==> config.mk <==
export PLATFORM = sky130hd
export DESIGN_NAME = sram_ctrl
export DESIGN_NICKNAME = d
export VERILOG_FILES = /design/src/rtl/sram_ctrl_pkg.sv /design/src/rtl/sram_ctrl_cnt.sv /design/src/rtl/sram_ctrl_fsm.sv /design/src/rtl/sram_ctrl_io.sv /design/src/rtl/sram_ctrl.sv
export SDC_FILE = /design/constraint.sdc
export NUM_CORES = 1
export LEC_CHECK = 0
export ABC_AREA = 1
export BUFFER_PORTS_ARGS = -buffer_cell sky130_fd_sc_hd__buf_2
export CORE_MARGIN = 4
export CORE_UTILIZATION = 47
export DETAILED_ROUTE_END_ITERATION = 12
export PLACE_DENSITY_LB_ADDON = 0.08
export SYNTH_ARGS = -nofsm -noshare
export SYNTH_HDL_FRONTEND = slang
export SYNTH_SLANG_ARGS = --single-unit
==> constraint.sdc <==
create_clock -name clk_i -period 1.6 [get_ports clk_i]
set_clock_uncertainty 0.15 [all_clocks]
set_input_delay 0.08 -clock clk_i [delete_from_list [all_inputs] [get_ports clk_i]]
set_output_delay 0.08 -clock clk_i [all_outputs]
set_load 0.005 [all_outputs]
==> src/rtl/sram_ctrl_pkg.sv <==
package sram_ctrl_pkg;

  typedef enum logic [2:0] {
    ST_IDLE,
    ST_RD_ACC,
    ST_RD_TURN,
    ST_WR_TURN,
    ST_WR_SETUP,
    ST_WR_PULSE,
    ST_WR_HOLD
  } state_e;

  typedef struct packed {
    logic ce_n;
    logic we_n;
    logic oe_n;
    logic drv;
  } strobe_t;

  localparam strobe_t STB_IDLE = '{ce_n: 1'b1, we_n: 1'b1, oe_n: 1'b1, drv: 1'b0};

  function automatic int unsigned max4(int unsigned a, int unsigned b,
                                       int unsigned c, int unsigned d);
    int unsigned m;
    m = a;
    if (b > m) m = b;
    if (c > m) m = c;
    if (d > m) m = d;
    return m;
  endfunction

endpackage

==> src/rtl/sram_ctrl_cnt.sv <==
module sram_ctrl_cnt #(
  parameter int CNT_W = 2
) (
  input  logic             clk_i,
  input  logic             rst_ni,
  input  logic             load_i,
  input  logic [CNT_W-1:0] val_i,
  output logic             zero_o
);

  logic [CNT_W-1:0] cnt_q;

  always_ff @(posedge clk_i or negedge rst_ni) begin
    if (!rst_ni)             cnt_q <= '0;
    else if (load_i)         cnt_q <= val_i;
    else if (cnt_q != '0)    cnt_q <= cnt_q - 1'b1;
  end

  assign zero_o = (cnt_q == '0);

endmodule

==> src/rtl/sram_ctrl_fsm.sv <==
module sram_ctrl_fsm
  import sram_ctrl_pkg::*;
#(
  parameter int unsigned RD_ACCESS_CYC = 2,
  parameter int unsigned WR_PULSE_CYC  = 1,
  parameter int unsigned WR_SETUP_CYC  = 1,
  parameter int unsigned TURN_CYC      = 1,
  parameter int          CNT_W         = 2
) (
  input  logic             clk_i,
  input  logic             rst_ni,
  input  logic             req_valid_i,
  input  logic             req_write_i,
  input  logic             cnt_zero_i,
  output logic             ready_o,
  output logic             cnt_load_o,
  output logic [CNT_W-1:0] cnt_val_o,
  output state_e           state_d_o,
  output logic             capture_o,
  output logic             done_o
);

  localparam logic [CNT_W-1:0] RD_LD = CNT_W'(RD_ACCESS_CYC - 1);
  localparam logic [CNT_W-1:0] WP_LD = CNT_W'(WR_PULSE_CYC - 1);
  localparam logic [CNT_W-1:0] WS_LD = CNT_W'(WR_SETUP_CYC - 1);
  localparam logic [CNT_W-1:0] TA_LD = CNT_W'(TURN_CYC - 1);

  state_e state_q, state_d;

  always_comb begin
    state_d    = state_q;
    cnt_load_o = 1'b0;
    cnt_val_o  = '0;
    capture_o  = 1'b0;
    done_o     = 1'b0;
    unique case (state_q)
      ST_IDLE: if (req_valid_i) begin
        cnt_load_o = 1'b1;
        if (req_write_i) begin
          state_d   = ST_WR_TURN;
          cnt_val_o = TA_LD;
        end else begin
          state_d   = ST_RD_ACC;
          cnt_val_o = RD_LD;
        end
      end
      ST_RD_ACC: if (cnt_zero_i) begin
        state_d    = ST_RD_TURN;
        cnt_load_o = 1'b1;
        cnt_val_o  = TA_LD;
        capture_o  = 1'b1;
        done_o     = 1'b1;
      end
      ST_RD_TURN: if (cnt_zero_i) state_d = ST_IDLE;
      ST_WR_TURN: if (cnt_zero_i) begin
        state_d    = ST_WR_SETUP;
        cnt_load_o = 1'b1;
        cnt_val_o  = WS_LD;
      end
      ST_WR_SETUP: if (cnt_zero_i) begin
        state_d    = ST_WR_PULSE;
        cnt_load_o = 1'b1;
        cnt_val_o  = WP_LD;
      end
      ST_WR_PULSE: if (cnt_zero_i) state_d = ST_WR_HOLD;
      ST_WR_HOLD: begin
        state_d = ST_IDLE;
        done_o  = 1'b1;
      end
      default: state_d = ST_IDLE;
    endcase
  end

  always_ff @(posedge clk_i or negedge rst_ni) begin
    if (!rst_ni) state_q <= ST_IDLE;
    else         state_q <= state_d;
  end

  assign ready_o   = (state_q == ST_IDLE);
  assign state_d_o = state_d;

  // a completion never follows another completion directly
  a_r11_done_spacing: assert property (@(posedge clk_i) disable iff (!rst_ni)
    done_o |=> !done_o);

endmodule

==> src/rtl/sram_ctrl_io.sv <==
module sram_ctrl_io
  import sram_ctrl_pkg::*;
#(
  parameter int          ADDR_W   = 18,
  parameter int          DATA_W   = 16,
  parameter int          LANES    = 2,
  parameter int unsigned TURN_CYC = 1
) (
  input  logic              clk_i,
  input  logic              rst_ni,
  input  logic              accept_i,
  input  logic [ADDR_W-1:0] addr_i,
  input  logic [DATA_W-1:0] wdata_i,
  input  logic [LANES-1:0]  be_i,
  input  state_e            state_d_i,
  input  logic              capture_i,
  input  logic              done_i,
  output logic [ADDR_W-1:0] mem_addr_o,
  output logic              mem_ce_no,
  output logic              mem_we_no,
  output logic              mem_oe_no,
  output logic [LANES-1:0]  mem_be_no,
  output logic [DATA_W-1:0] mem_dq_o,
  output logic              mem_dq_oe_o,
  input  logic [DATA_W-1:0] mem_dq_i,
  output logic              rsp_valid_o,
  output logic [DATA_W-1:0] rsp_rdata_o
);

  localparam int TW = $clog2(TURN_CYC + 1) + 1;

  logic [ADDR_W-1:0] addr_q;
  logic [DATA_W-1:0] wdata_q, rdata_q;
  logic [LANES-1:0]  be_q, be_nxt, lane_n_q;
  strobe_t           stb_d, stb_q;
  logic              lanes_on, done_q;

  assign be_nxt = accept_i ? be_i : be_q;

  always_comb begin
    stb_d    = STB_IDLE;
    lanes_on = 1'b0;
    unique case (state_d_i)
      ST_RD_ACC:   begin stb_d = '{ce_n: 1'b0, we_n: 1'b1, oe_n: 1'b0, drv: 1'b0}; lanes_on = 1'b1; end
      ST_WR_TURN:  begin stb_d = '{ce_n: 1'b0, we_n: 1'b1, oe_n: 1'b1, drv: 1'b0}; lanes_on = 1'b1; end
      ST_WR_SETUP: begin stb_d = '{ce_n: 1'b0, we_n: 1'b1, oe_n: 1'b1, drv: 1'b1}; lanes_on = 1'b1; end
      ST_WR_PULSE: begin stb_d = '{ce_n: 1'b0, we_n: 1'b0, oe_n: 1'b1, drv: 1'b1}; lanes_on = 1'b1; end
      ST_WR_HOLD:  begin stb_d = '{ce_n: 1'b0, we_n: 1'b1, oe_n: 1'b1, drv: 1'b1}; lanes_on = 1'b1; end
      default:     stb_d = STB_IDLE;
    endcase
  end

  // strobes come straight from flops: no decode glitches at the pins
  always_ff @(posedge clk_i or negedge rst_ni) begin
    if (!rst_ni) begin
      addr_q   <= '0;
      wdata_q  <= '0;
      be_q     <= '0;
      stb_q    <= STB_IDLE;
      lane_n_q <= '1;
      done_q   <= 1'b0;
    end else begin
      if (accept_i) begin
        addr_q  <= addr_i;
        wdata_q <= wdata_i;
        be_q    <= be_i;
      end
      stb_q    <= stb_d;
      lane_n_q <= lanes_on ? ~be_nxt : '1;
      done_q   <= done_i;
    end
  end

  for (genvar g = 0; g < LANES; g++) begin : g_lane
    always_ff @(posedge clk_i or negedge rst_ni) begin
      if (!rst_ni)        rdata_q[g*8 +: 8] <= '0;
      else if (capture_i) rdata_q[g*8 +: 8] <= be_q[g] ? mem_dq_i[g*8 +: 8] : 8'h00;
    end
  end

  assign mem_addr_o  = addr_q;
  assign mem_ce_no   = stb_q.ce_n;
  assign mem_we_no   = stb_q.we_n;
  assign mem_oe_no   = stb_q.oe_n;
  assign mem_be_no   = lane_n_q;
  assign mem_dq_o    = wdata_q;
  assign mem_dq_oe_o = stb_q.drv;
  assign rsp_valid_o = done_q;
  assign rsp_rdata_o = rdata_q;

  // cycles output enable has been high, saturating: checker state
  logic [TW-1:0] oe_hi_cnt;
  always_ff @(posedge clk_i or negedge rst_ni) begin
    if (!rst_ni)                          oe_hi_cnt <= TW'(TURN_CYC);
    else if (!stb_q.oe_n)                 oe_hi_cnt <= '0;
    else if (oe_hi_cnt < TW'(TURN_CYC))   oe_hi_cnt <= oe_hi_cnt + 1'b1;
  end

  a_r5_we_window: assert property (@(posedge clk_i) disable iff (!rst_ni)
    !mem_we_no |-> (!mem_ce_no && mem_oe_no && mem_dq_oe_o));

  a_r6_no_drive_oe_low: assert property (@(posedge clk_i) disable iff (!rst_ni)
    mem_dq_oe_o |-> mem_oe_no);

  a_r6_turn_gap: assert property (@(posedge clk_i) disable iff (!rst_ni)
    mem_dq_oe_o |-> (oe_hi_cnt >= TW'(TURN_CYC)));

  a_r7_data_before_we: assert property (@(posedge clk_i) disable iff (!rst_ni)
    $fell(mem_we_no) |-> $past(mem_dq_oe_o));

  a_r7_data_after_we: assert property (@(posedge clk_i) disable iff (!rst_ni)
    $rose(mem_we_no) |-> mem_dq_oe_o);

  a_r8_addr_stable: assert property (@(posedge clk_i) disable iff (!rst_ni)
    (!mem_ce_no && $past(!mem_ce_no)) |-> ($stable(mem_addr_o) && $stable(mem_dq_o)
                                           && $stable(mem_be_no)));

  a_r3_lanes_in_access: assert property (@(posedge clk_i) disable iff (!rst_ni)
    mem_ce_no |-> (&mem_be_no));

endmodule

==> src/rtl/sram_ctrl.sv <==
module sram_ctrl
  import sram_ctrl_pkg::*;
#(
  parameter int          ADDR_W        = 18,
  parameter int          DATA_W        = 16,
  parameter int unsigned RD_ACCESS_CYC = 2,
  parameter int unsigned WR_PULSE_CYC  = 1,
  parameter int unsigned WR_SETUP_CYC  = 1,
  parameter int unsigned TURN_CYC      = 1,
  localparam int         LANES         = DATA_W / 8
) (
  input  logic              clk_i,
  input  logic              rst_ni,
  input  logic              req_valid_i,
  output logic              req_ready_o,
  input  logic              req_write_i,
  input  logic [ADDR_W-1:0] req_addr_i,
  input  logic [DATA_W-1:0] req_wdata_i,
  input  logic [LANES-1:0]  req_be_i,
  output logic              rsp_valid_o,
  output logic [DATA_W-1:0] rsp_rdata_o,
  output logic [ADDR_W-1:0] mem_addr_o,
  output logic              mem_ce_no,
  output logic              mem_we_no,
  output logic              mem_oe_no,
  output logic [LANES-1:0]  mem_be_no,
  output logic [DATA_W-1:0] mem_dq_o,
  output logic              mem_dq_oe_o,
  input  logic [DATA_W-1:0] mem_dq_i
);

  localparam int unsigned MAX_CYC = max4(RD_ACCESS_CYC, WR_PULSE_CYC, WR_SETUP_CYC, TURN_CYC);
  localparam int          CNT_W   = $clog2(MAX_CYC) + 1;

  logic             cnt_load, cnt_zero, capture, done, accept;
  logic [CNT_W-1:0] cnt_val;
  state_e           state_d;

  assign accept = req_valid_i && req_ready_o;

  sram_ctrl_fsm #(
    .RD_ACCESS_CYC(RD_ACCESS_CYC),
    .WR_PULSE_CYC (WR_PULSE_CYC),
    .WR_SETUP_CYC (WR_SETUP_CYC),
    .TURN_CYC     (TURN_CYC),
    .CNT_W        (CNT_W)
  ) u_fsm (
    .clk_i      (clk_i),
    .rst_ni     (rst_ni),
    .req_valid_i(req_valid_i),
    .req_write_i(req_write_i),
    .cnt_zero_i (cnt_zero),
    .ready_o    (req_ready_o),
    .cnt_load_o (cnt_load),
    .cnt_val_o  (cnt_val),
    .state_d_o  (state_d),
    .capture_o  (capture),
    .done_o     (done)
  );

  sram_ctrl_cnt #(.CNT_W(CNT_W)) u_cnt (
    .clk_i (clk_i),
    .rst_ni(rst_ni),
    .load_i(cnt_load),
    .val_i (cnt_val),
    .zero_o(cnt_zero)
  );

  sram_ctrl_io #(
    .ADDR_W  (ADDR_W),
    .DATA_W  (DATA_W),
    .LANES   (LANES),
    .TURN_CYC(TURN_CYC)
  ) u_io (
    .clk_i      (clk_i),
    .rst_ni     (rst_ni),
    .accept_i   (accept),
    .addr_i     (req_addr_i),
    .wdata_i    (req_wdata_i),
    .be_i       (req_be_i),
    .state_d_i  (state_d),
    .capture_i  (capture),
    .done_i     (done),
    .mem_addr_o (mem_addr_o),
    .mem_ce_no  (mem_ce_no),
    .mem_we_no  (mem_we_no),
    .mem_oe_no  (mem_oe_no),
    .mem_be_no  (mem_be_no),
    .mem_dq_o   (mem_dq_o),
    .mem_dq_oe_o(mem_dq_oe_o),
    .mem_dq_i   (mem_dq_i),
    .rsp_valid_o(rsp_valid_o),
    .rsp_rdata_o(rsp_rdata_o)
  );

  // strobes are idle whenever a new request may be taken
  a_r9_ready_idle: assert property (@(posedge clk_i) disable iff (!rst_ni)
    req_ready_o |-> (mem_ce_no && !mem_dq_oe_o));

endmodule

# == Word-level counts from Yosys, hierarchy flattened ==
# Index checks and enable logic that the tools add are counted.
# W data, S select, Z words.
# op_classes
order_cmp,0
mux,24
add_sub_neg,1
reduce_logical,8
n_div,0
n_eq_ne,11
bitwise_logic,1
mul,0
shifts,0
# op_table
cell,n
$eq A3 B3 Y1 const B,6
$mux W3,6
$pmux W3 S6,1
$mux W8,2
$pmux W4 S4,1
$mux W2,7
$eq A3 B2 Y1 const B,3
$eq A3 B1 Y1 const B,2
$mux W1,5
$reduce_or A5 Y1,1
$pmux W1 S2,2
$reduce_bool A2 Y1,2
$logic_not A3 Y1,1
$reduce_or A3 Y1,1
$logic_not A2 Y1,1
$not A2 Y2,1
$reduce_or A2 Y1,1
$sub A2 B1 Y2 const B,1
$logic_and A1 B1 Y1,1
# word_totals
register_bits,64
ramBits,0
rom_bits,0
latch_bits,0
n_memories,0
inputBits,56
elab_cells,58

# == Depth between registers and ports, before layout ==
# Gate-level depths: netlist (run 1).
# depth
word_depth,7
depth_mapped,8
depth_no_buf,7

# == Hierarchy ==
# From an unflattened synthesis (run 1), not the netlist that was laid out.
# hier_totals
cells_unflattened,296
area_unflattened_um2,2660.1
# modules_own_cells
module,cells_per_inst,area_each_um2,n_inst
sram_ctrl_io,240,2298.5,1
sram_ctrl_fsm,37,234.0,1
sram_ctrl_cnt,17,120.1,1
sram_ctrl,2,7.5,1

# == Worst setup path after synthesis (run 1) ==
# Ideal clock, no wire load.
# synth_timing
path_kind,flip-flop to flip-flop
from,register u_cnt.cnt_q[0]
to,register u_io.rdata_q[10] (netlist: u_io.rsp_rdata_o[10])
path_stages_with_launch,8
period_less_slack_ps,1461
arrival_time_ps,1185
required_ps,1324
setup_ps,126
path_slack_ps,139
cell_sequence,dfrtp_1 inv_1 ha_1 buf_2 nand4_4 buf_2 nand2_1 o21ai_0
# synth_between
elab_chain_cells,3
# synth_rtl
item,line_no,text
"start, declared",sram_ctrl_cnt.sv:11,logic [CNT_W-1:0] cnt_q;
"start signal, assigned",sram_ctrl_cnt.sv:15,else if (load_i) cnt_q <= val_i;
"start signal, assigned",sram_ctrl_cnt.sv:16,else if (cnt_q != '0) cnt_q <= cnt_q - 1'b1;
$logic_not A2 Y1,sram_ctrl_cnt.sv:19,assign zero_o = (cnt_q == '0);
$mux W1,sram_ctrl_fsm.sv:47,ST_RD_ACC: if (cnt_zero_i) begin
$mux W1,sram_ctrl_fsm.sv:36,unique case (state_q)
"end signal, assigned by index",sram_ctrl_io.sv:77,else if (capture_i) rdata_q[g*8 +: 8] <= be_q[g] ? mem_dq_i[g*8 +: 8] : 8'h00;
"end, declared",sram_ctrl_io.sv:33,"logic [DATA_W-1:0] wdata_q, rdata_q;"
# Every way passes these cells.
# A chain may end at the register's enable or synchronous reset.

# == Worst setup path after layout (run 1) ==
# layout_timing
from,register u_fsm.state_q[1]
to,register u_io.addr_q[3] (netlist: u_io.mem_addr_o[3])
# layout_between
elab_chain_cells,2
# layout_rtl
item,line_no,text
"start, declared",sram_ctrl_fsm.sv:28,"state_e state_q, state_d;"
"start signal, assigned",sram_ctrl_fsm.sv:76,else state_q <= state_d;
$logic_not A3 Y1,sram_ctrl_fsm.sv:79,assign ready_o = (state_q == ST_IDLE);
$logic_and A1 B1 Y1,sram_ctrl.sv:39,assign accept = req_valid_i && req_ready_o;
"end signal, assigned",sram_ctrl_io.sv:64,addr_q <= addr_i;
"end, declared",sram_ctrl_io.sv:32,logic [ADDR_W-1:0] addr_q;
# Every way passes these cells.

==> metrics.log, run 1 <==
INFO  metric run_status = complete, no violations
INFO  metric insertion_delay = about 320 ps
INFO  metric syn_nets = approximately 350
INFO  metric antenna_found_initial = 0
INFO  metric netlist_area_before_placement = roughly 2600 um^2
INFO  metric achievable-frequency = 682 MHz
INFO  metric crit_buf_inv = 2
INFO  metric worstHoldStart = req_valid_i
INFO  metric gp_congestion = around 0.83
INFO  metric dp_hpwl = ~4.4 mm
INFO  metric timing.setup.critical_path_class = register to register
INFO  metric flow.area_growth_from_synthesis = 50.8%
INFO  metric synth.area.top_cells = dfrtp_1 56%, nand2_1 22%, dfstp_2 5.0%
INFO  metric synth.ff_latch_count = between 60 and 70
INFO  metric firstDrtPassIters = 4
INFO  metric final-setup-viol-count = 0
INFO  metric drive_above_1_share = approximately a third
INFO  metric num_antenna_cells = 0
INFO  metric slowest_delay = about 440 ps
INFO  metric worst_margin_slew = approximately 460 ps
INFO  metric detail_route.drc_violations = 0
INFO  metric clock_tree_from_tritoncts = done
INFO  metric maximum_number_of_pins_on_one_net_before_global_route_repair = 38
INFO  metric final.setup.tns = 0 ps
INFO  metric dominantRegCellSynth = dfrtp_1
INFO  metric max-slew-margin-rel = 69.2%
INFO  metric cts.clk_slew.worst_paths = ~70 ps
INFO  metric floorplan.die.height = about 83 um
INFO  metric grt_setup_unrepaired = no
INFO  metric crit_fanout = 20
INFO  metric io_buffers = around 110
INFO  metric htree_levels = 3
INFO  metric async_flop_share = between 90% and 100%
INFO  metric class_of_the_tightest_hold_or_removal_check = input port to register
INFO  metric r2r_cells = 6
INFO  metric final_area = slightly below 4000 um^2
INFO  metric synth_area_per_cell = between 9 and 10 um^2
INFO  metric drv_slew = 0
INFO  metric synth.cells.most_frequent = 155 x nand2_1, 59 x dfrtp_1, 18 x o21ai_0
INFO  metric power_density = ~1700 nW/um^2
INFO  metric placement_rows = 26
INFO  metric drt_first_iter_violations = ~120
INFO  metric crit_chain = nor2_4, nand3_4, inv_2, buf_6, nand2_1, nand2_1
INFO  metric fin_nets = approximately 520
INFO  metric final_hold_viol_count = 0
INFO  metric critical_path.slowest_cell = dfrtp_1
INFO  metric cts.sink_count = 64
INFO  metric grt_pass1_vias = 2629
INFO  metric timing.hold.worst_endpoint = u_io.mem_addr_o[14]$_DFFE_PN0P_
INFO  metric synth_enable_flop_cells = 0
INFO  metric crit_path_end_kind = register
INFO  metric p_leak = 2.19 nW
INFO  metric buffer_levels_on_the_longest_clock_path = 2
INFO  metric clock_buffer_count_from_cts = 9
INFO  metric cpMostUsedCell = nand2_1
INFO  metric grt_overflow = 0
INFO  metric clock-root-buffer = clkbuf_8
INFO  metric initial_core_util = 49.8%
INFO  metric worst_endpoint_data_arrival_time = roughly 1600 ps
INFO  metric vias_after_detailed_routing = around 2.5k
INFO  metric overall_global_routing_usage = around 23%
INFO  metric fp.coreArea = about 5300 um^2
INFO  metric start_kind = register
INFO  metric period_needed = roughly 1500 ps
INFO  metric crit_share_post_route = about 92%
INFO  metric whs_path_depth = 4
INFO  metric ios = around 110
INFO  metric grt_pass1_wl = between 10 and 15 mm
INFO  metric ant_nets = 0
INFO  metric placed_cell_area = 3240 um^2
INFO  metric timing.critical_path.required = ~1700 ps
INFO  metric worst_r2r_endpoint = u_io.mem_addr_o[3]$_DFFE_PN0P_
INFO  metric number_of_buffers_added_for_setup_after_cts = 0
INFO  metric netlist_instances = 288
INFO  metric synth.most_common_cell = nand2_1
INFO  metric wire_per_inst = between 10 and 15 um
INFO  metric ir_drop_worst_case_vdd = just over 1 mV
INFO  metric synthDominantCellAreaShare = roughly 56%
INFO  metric n_fill_cell = between 400 and 500
INFO  metric netlist.top_cell.by_area = dfrtp_1
INFO  metric vias_per_cell = roughly 4.7
INFO  metric worst_r2r_startpoint = u_fsm.state_q[1]$_DFF_PN0_
INFO  metric timing.max_cap.violations = 0
INFO  metric die_w = ~83 um
INFO  metric yosysWarningCount = 0
INFO  metric die_area = approximately 6800 um^2
INFO  metric timing.critical_path.max_delay_family = simple AND/OR/NAND/NOR gates
INFO  metric wirelength = just over 7 mm
INFO  metric setup.reg_to_reg.worst_slack = 130 ps
INFO  metric post_synth_num_cell_types = 24
INFO  metric ys_seq_area_share = about three fifths
layer usage:
layer  track usage (%)  part of all wire (%)
met3              4.66                   6.0
met2              39.3                    51
met4              9.97                  0.95
met5                 0                     0
met1              28.1                    42
cell type report:
class / instances / area, um^2 / share of cell area (%)
Clock buffer: 10 / 128 / 3.23
Clock inverter: 5 / 25.0 / 0.633
Inverter: 13 / 51.3 / 1.30
Multi-Input combinational cell: 197 / 867 / 21.9
Sequential cell: 64 / 1610 / 40.7
Tap cell: 70 / 87.6 / 2.21
Timing Repair Buffer: 177 / 1190 / 30.1
worst reg2reg max path: cells and delay by family, from the launching register on:
kind	cells	cell delay, ps
DFF	1	440
and+or+nand+nor	4	490
buffers and inverters	2	330
how the worst max path moves through the flow:
stage,startpoint,end,slack [ps],cells past startpoint
finish,u_fsm.state_q[1]$_DFF_PN0_,u_io.mem_addr_o[3]$_DFFE_PN0P_,130,6
global route,u_fsm.state_q[1]$_DFF_PN0_,u_io.mem_addr_o[3]$_DFFE_PN0P_,20,6
CTS,u_cnt.cnt_q[0]$_DFFE_PN0P_,u_io.rsp_rdata_o[9]$_DFFE_PN0P_,50,6
detailed placement,u_cnt.cnt_q[0]$_DFFE_PN0P_,u_io.rsp_rdata_o[15]$_DFFE_PN0P_,60,6
global placement,u_cnt.cnt_q[0]$_DFFE_PN0P_,u_io.mem_oe_no$_DFF_PN1_,110,7
floorplan,u_cnt.cnt_q[0]$_DFFE_PN0P_,u_io.rsp_rdata_o[10]$_DFFE_PN0P_,140,7
what timing repair did:
action / in CTS / in global routing
endpoints found under the setup margin: 0 / 37
endpoints found under the hold margin: 117 / 0
hold buffers: 54 / 0
gates resized for setup: 0 / 5
kinds of logic (layout without fill, tap and decap cells):
family                   count (synthesis)  in the layout  synth area share [%]
AND/OR/NAND/NOR                        172            172                  26.8
flip-flops                              64             64                  61.3
buffers and inverters                   27            205                  6.11
AO/OA/AOI/OAI                           24             24                  5.34
adder cells (fa/ha/maj)                  1              1                 0.477
state kept, by name, indices dropped and copies added (netlist names), 2 cells and up:
| register | flops |
|---|---|
| u_cnt.cnt_q | 2 |
| u_fsm.state_q | 3 |
| u_io.be_q | 2 |
| u_io.mem_addr_o | 18 |
| u_io.mem_be_no | 2 |
| u_io.mem_dq_o | 16 |
| u_io.rsp_rdata_o | 16 |
cell usage in the layout, fill, tap and decap left out, drive strengths merged:
master | netlist | layout
a21oi | 4 | 4
buf | 13 | 123
clkbuf | 1 | 10
clkinv | 0 | 5
dfrtp | 59 | 59
dfstp | 5 | 5
dlygate4sd3 | 0 | 54
ha | 1 | 1
inv | 13 | 13
nand2 | 155 | 155
nand3 | 7 | 7
nand4 | 2 | 2
nor2 | 7 | 7
o211ai | 1 | 1
o21ai | 18 | 18
o31ai | 1 | 1
or2 | 1 | 1
power breakdown:
group | internal [mW] | switching [mW] | total (mW) | leakage [nW]
logic | 1.21 | 1.47 | 2.68 | 1.30
registers | 2.37 | 0.431 | 2.80 | 0.803
clock network | 0.540 | 0.580 | 1.12 | 0.0854
total | 4.12 | 2.48 | 6.60 | 2.19
through the flow:
step / util [%] / worst slack, ps / std cells / total power [mW] / hold WS (ps)
2_1_floorplan: - / 139 / 288 / 4.27 / -366
4_1_cts: 74.6 / 47.3 / 536 / 6.55 / 19.8
3_5_place_dp: 61.5 / 55.5 / 467 / 5.30 / -29.2
6_report: 75.0 / 134 / 536 / 6.60 / 27.1
5_1_grt: 75.0 / 17.4 / 536 / 7.21 / 62.8
3_3_place_gp: 61.5 / 109 / 467 / 5.23 / -40.8
No activity file was read; power rests on OpenSTA's default activity.
==> inputs of run 2 (changes only) <==
--- a/config.mk
+++ b/config.mk
@@ -13,4 +13,5 @@
 export PLACE_DENSITY_LB_ADDON = 0.08
 export SYNTH_ARGS = -nofsm -noshare
 export SYNTH_HDL_FRONTEND = slang
+export SYNTH_HIERARCHICAL = 1
 export SYNTH_SLANG_ARGS = --single-unit
==> run 2 against run 1 <==
  * Fmax down 6.1%
  * Via count up 1.4%
  * Synthesized cell count up 2.8%
  * Flip-flop and latch count unchanged
  * Sequential share of layout area down 2.2 points
  * Sequential power about the same
  * Clock-buffer cell count up 3
  * Largest cell class unchanged
==> metrics.log, run 2 <==
INFO  metric placed_cells = around 480
INFO  metric ys_seq_area_share = between 60% and 70%
INFO  metric achievable-frequency = 640 MHz
INFO  metric synth_fa_ha_area_share = less than 1%
INFO  metric synthDominantCellAreaShare = between 50% and 60%
INFO  metric detail_route.drc_violations = 0
INFO  metric grt_setup_unrepaired = yes
INFO  metric timing.setup.critical_path_class = register to register
INFO  metric start_kind = register
INFO  metric die_w = 83.2 um
INFO  metric floorplan.die.height = approximately 83 um
INFO  metric synth.ff_latch_count = 64
INFO  metric compound_gate_fraction_of_synth_area = 4.09%
INFO  metric timing.max_cap.violations = 0
INFO  metric vias_after_detailed_routing = about 2.5k
INFO  metric drive_above_1_share = a little under two fifths
INFO  metric largest_register_ffs = 18
INFO  metric insertion_delay = 310 ps
INFO  metric cts.clk_slew.worst_paths = approximately 60 ps
INFO  metric vias_per_cell = approximately 4.6
INFO  metric final_hold_viol_count = 0
INFO  metric placement_rows = 27
INFO  metric crit_share_post_route = about 100%
INFO  metric post_synth_xor_area_fraction = 0%
INFO  metric synth_enable_flop_cells = 0
INFO  metric power_density = about 1700 nW/um^2
INFO  metric clock_buffer_count_from_cts = 9
INFO  metric dp_hpwl = between 4 and 5 mm
INFO  metric timing.critical_path.required = between 1500 and 2000 ps
INFO  metric synth.most_common_cell = nand2_1
INFO  metric period_needed = between 1500 and 2000 ps
INFO  metric post-layout-total-power = 7.21 mW
INFO  metric netlist_instances = roughly 300
INFO  metric run_status = complete, no violations
INFO  metric yosysWarningCount = 6
INFO  metric layout_commonest_cell = nand2_1
INFO  metric async_flop_share = 100%
INFO  metric wirelength = about 7.2 mm
INFO  metric drt_first_iter_violations = between 100 and 150
INFO  metric synth.area.top_cells = dfrtp_1 56%, nand2_1 18%, dfstp_2 4.9%
INFO  metric global_route.usage.met1 = between 20% and 30%
INFO  metric grt_overflow = 0
INFO  metric final-instance-count-excl-fill = between 500 and 600
INFO  metric ios = 114
INFO  metric io_buffers = 113
INFO  metric grt_use_met2 = 34.5%
INFO  metric htree_levels = 3
INFO  metric wire_per_inst = around 13 um
INFO  metric ant_nets = 0
INFO  metric crit_path_end_kind = register
INFO  metric antenna_found_initial = 0
INFO  metric final-setup-viol-count = 0
INFO  metric crit_fanout = 16
INFO  metric cts.sink_count = 64
INFO  metric netlist_area_before_placement = roughly 2700 um^2
INFO  metric post_synth_num_cell_types = 22
INFO  metric gp_congestion = 0.850
INFO  metric ir_drop_worst_case_vdd = ~1 mV
INFO  metric fin_nets = about 530
INFO  metric initial_core_util = 48.3%
INFO  metric grt_pass1_vias = approximately 2.5k
INFO  metric buffer_levels_on_the_longest_clock_path = 2
INFO  metric grt-busiest-layer = met2
INFO  metric syn_nets = 353
INFO  metric worst_endpoint_data_arrival_time = 1640 ps
INFO  metric synth_area_per_cell = roughly 9 um^2
INFO  metric fp.coreArea = roughly 5500 um^2
INFO  metric firstDrtPassIters = 5
INFO  metric yosys.area_share.simple = between 20% and 30%
INFO  metric clock-root-buffer = clkbuf_8
INFO  metric netlist.top_cell.by_area = dfrtp_1
INFO  metric synth.cells.most_frequent = 125 x nand2_1, 59 x dfrtp_1, 29 x inv_1
INFO  metric dominantRegCellSynth = dfrtp_1
INFO  metric die_area = between 6000 and 7000 um^2
INFO  metric overall_global_routing_usage = about a fifth
INFO  metric flow.area_growth_from_synthesis = 57.0%
INFO  metric globalRouteMet3Util = under 10%
INFO  metric dominant_combinational_cell_family_by_area_after_synthesis = simple AND/OR/NAND/NOR gates
INFO  metric drv_slew = 0
INFO  metric synth.area.mux_share = 0%
INFO  metric clock_tree_from_tritoncts = done
INFO  metric num_antenna_cells = 0
INFO  metric maximum_number_of_pins_on_one_net_before_global_route_repair = 53
INFO  metric grt_pass1_wl = ~12 mm
INFO  metric layout.cells.most_common_list = 119 x nand2_1, 113 x buf_2, 59 x dfrtp_1
INFO  metric p_leak = roughly 2.3 nW
INFO  metric class_of_the_tightest_hold_or_removal_check = input port to register
-- run 2: changes by cell type after synthesis, sizes merged --
| cell | previous run | this run |
|---|---|---|
| conb | 0 | 1 |
| nand4 | 2 | 1 |
| or2 | 1 | 0 |
| nor2 | 7 | 2 |
| o31ai | 1 | 0 |
| nand2 | 155 | 136 |
| o211ai | 1 | 0 |
| o21ai | 18 | 20 |
| nor4 | 0 | 1 |
| a21oi | 4 | 1 |
| nand3 | 7 | 24 |
| inv | 13 | 32 |
| buf | 13 | 12 |
-- run 2: timing repair --
| item | CTS | global route |
|---|---|---|
| gates resized for setup | 4 | 36 |
| hold buffers | 53 | 0 |
| gates cloned | 0 | 1 |
| endpoints found under the setup margin | 3 | 58 |
| setup buffers | 0 | 4 |
| endpoints found under the hold margin | 113 | 0 |
| pin swaps | 2 | 5 |
-- run 2: cell type report --
type | count | area [um^2]
Clock inverter | 3 | 40.0
Multi-Input combinational cell | 187 | 873
Fill cell | 410 | 1330
Tap cell | 72 | 90.1
Clock buffer | 13 | 169
Sequential cell | 64 | 1610
Inverter | 32 | 133
Timing Repair Buffer | 180 | 1260
-- run 2: per-layer routing --
| layer | wire length (um) | share of wire [%] |
|---|---|---|
| met1 | 3020 | 42 |
| met2 | 3670 | 51 |
| met3 | 428 | 5.9 |
| met4 | 87 | 1.2 |
| met5 | 0 | 0 |
-- run 2: through the flow --
step                      setup TNS [ps]  cell area (um^2)  hold WS, ps  setup WS, ps  util (%)
after floorplan                        0              2660         -366          56.9         -
after global placement                 0              3310         -157          59.8      60.1
after detailed placement           -56.0              3310         -155         -21.4      60.1
after CTS                              0              4060         15.3          18.0      73.8
after global routing                -292              4180         40.0         -58.2      75.8
final                                  0              4180         16.8          38.2      75.8
-- run 2: worst max-delay path: stages, from the launching register on --
cell and delay [ps]:
dfrtp_1 480, inv_2 120, nand4_1 200, inv_2 170
buf_12 150, nand3_1 90, o21ai_1 110
-- run 2: final timing paths --
check                                             endpoint  cells after the start  slack, ps                           from
hold / removal                  u_cnt/cnt_q[0]$_DFFE_PN0P_                      6         20                    req_write_i
hold reg to reg              u_io/mem_dq_o[14]$_DFFE_PN0P_                      2        320  u_io/mem_dq_o[14]$_DFFE_PN0P_
setup reg to reg           u_io/rsp_rdata_o[2]$_DFFE_PN0P_                      6         40     u_fsm/state_q[2]$_DFF_PN0_
min in group asynchronous  u_io/rsp_rdata_o[5]$_DFFE_PN0P_                      2         50                         rst_ni
setup / recovery           u_io/rsp_rdata_o[2]$_DFFE_PN0P_                      6         40     u_fsm/state_q[2]$_DFF_PN0_
max in group asynchronous         u_io/mem_oe_no$_DFF_PN1_                      3        640                         rst_ni
-- run 2: kinds of logic after synthesis --
family,Yosys count
AND/OR/NAND/NOR,164
buffers and inverters,45
flip-flops,64
other,1
AO/OA/AOI/OAI,21
adder cells (fa/ha/maj),1
-- run 2: report_power, final --
| group | switching [mW] | internal [mW] |
|---|---|---|
| sequential | 0.448 | 2.38 |
| clock | 0.551 | 0.843 |
| combinational | 1.60 | 1.39 |
| total | 2.60 | 4.61 |
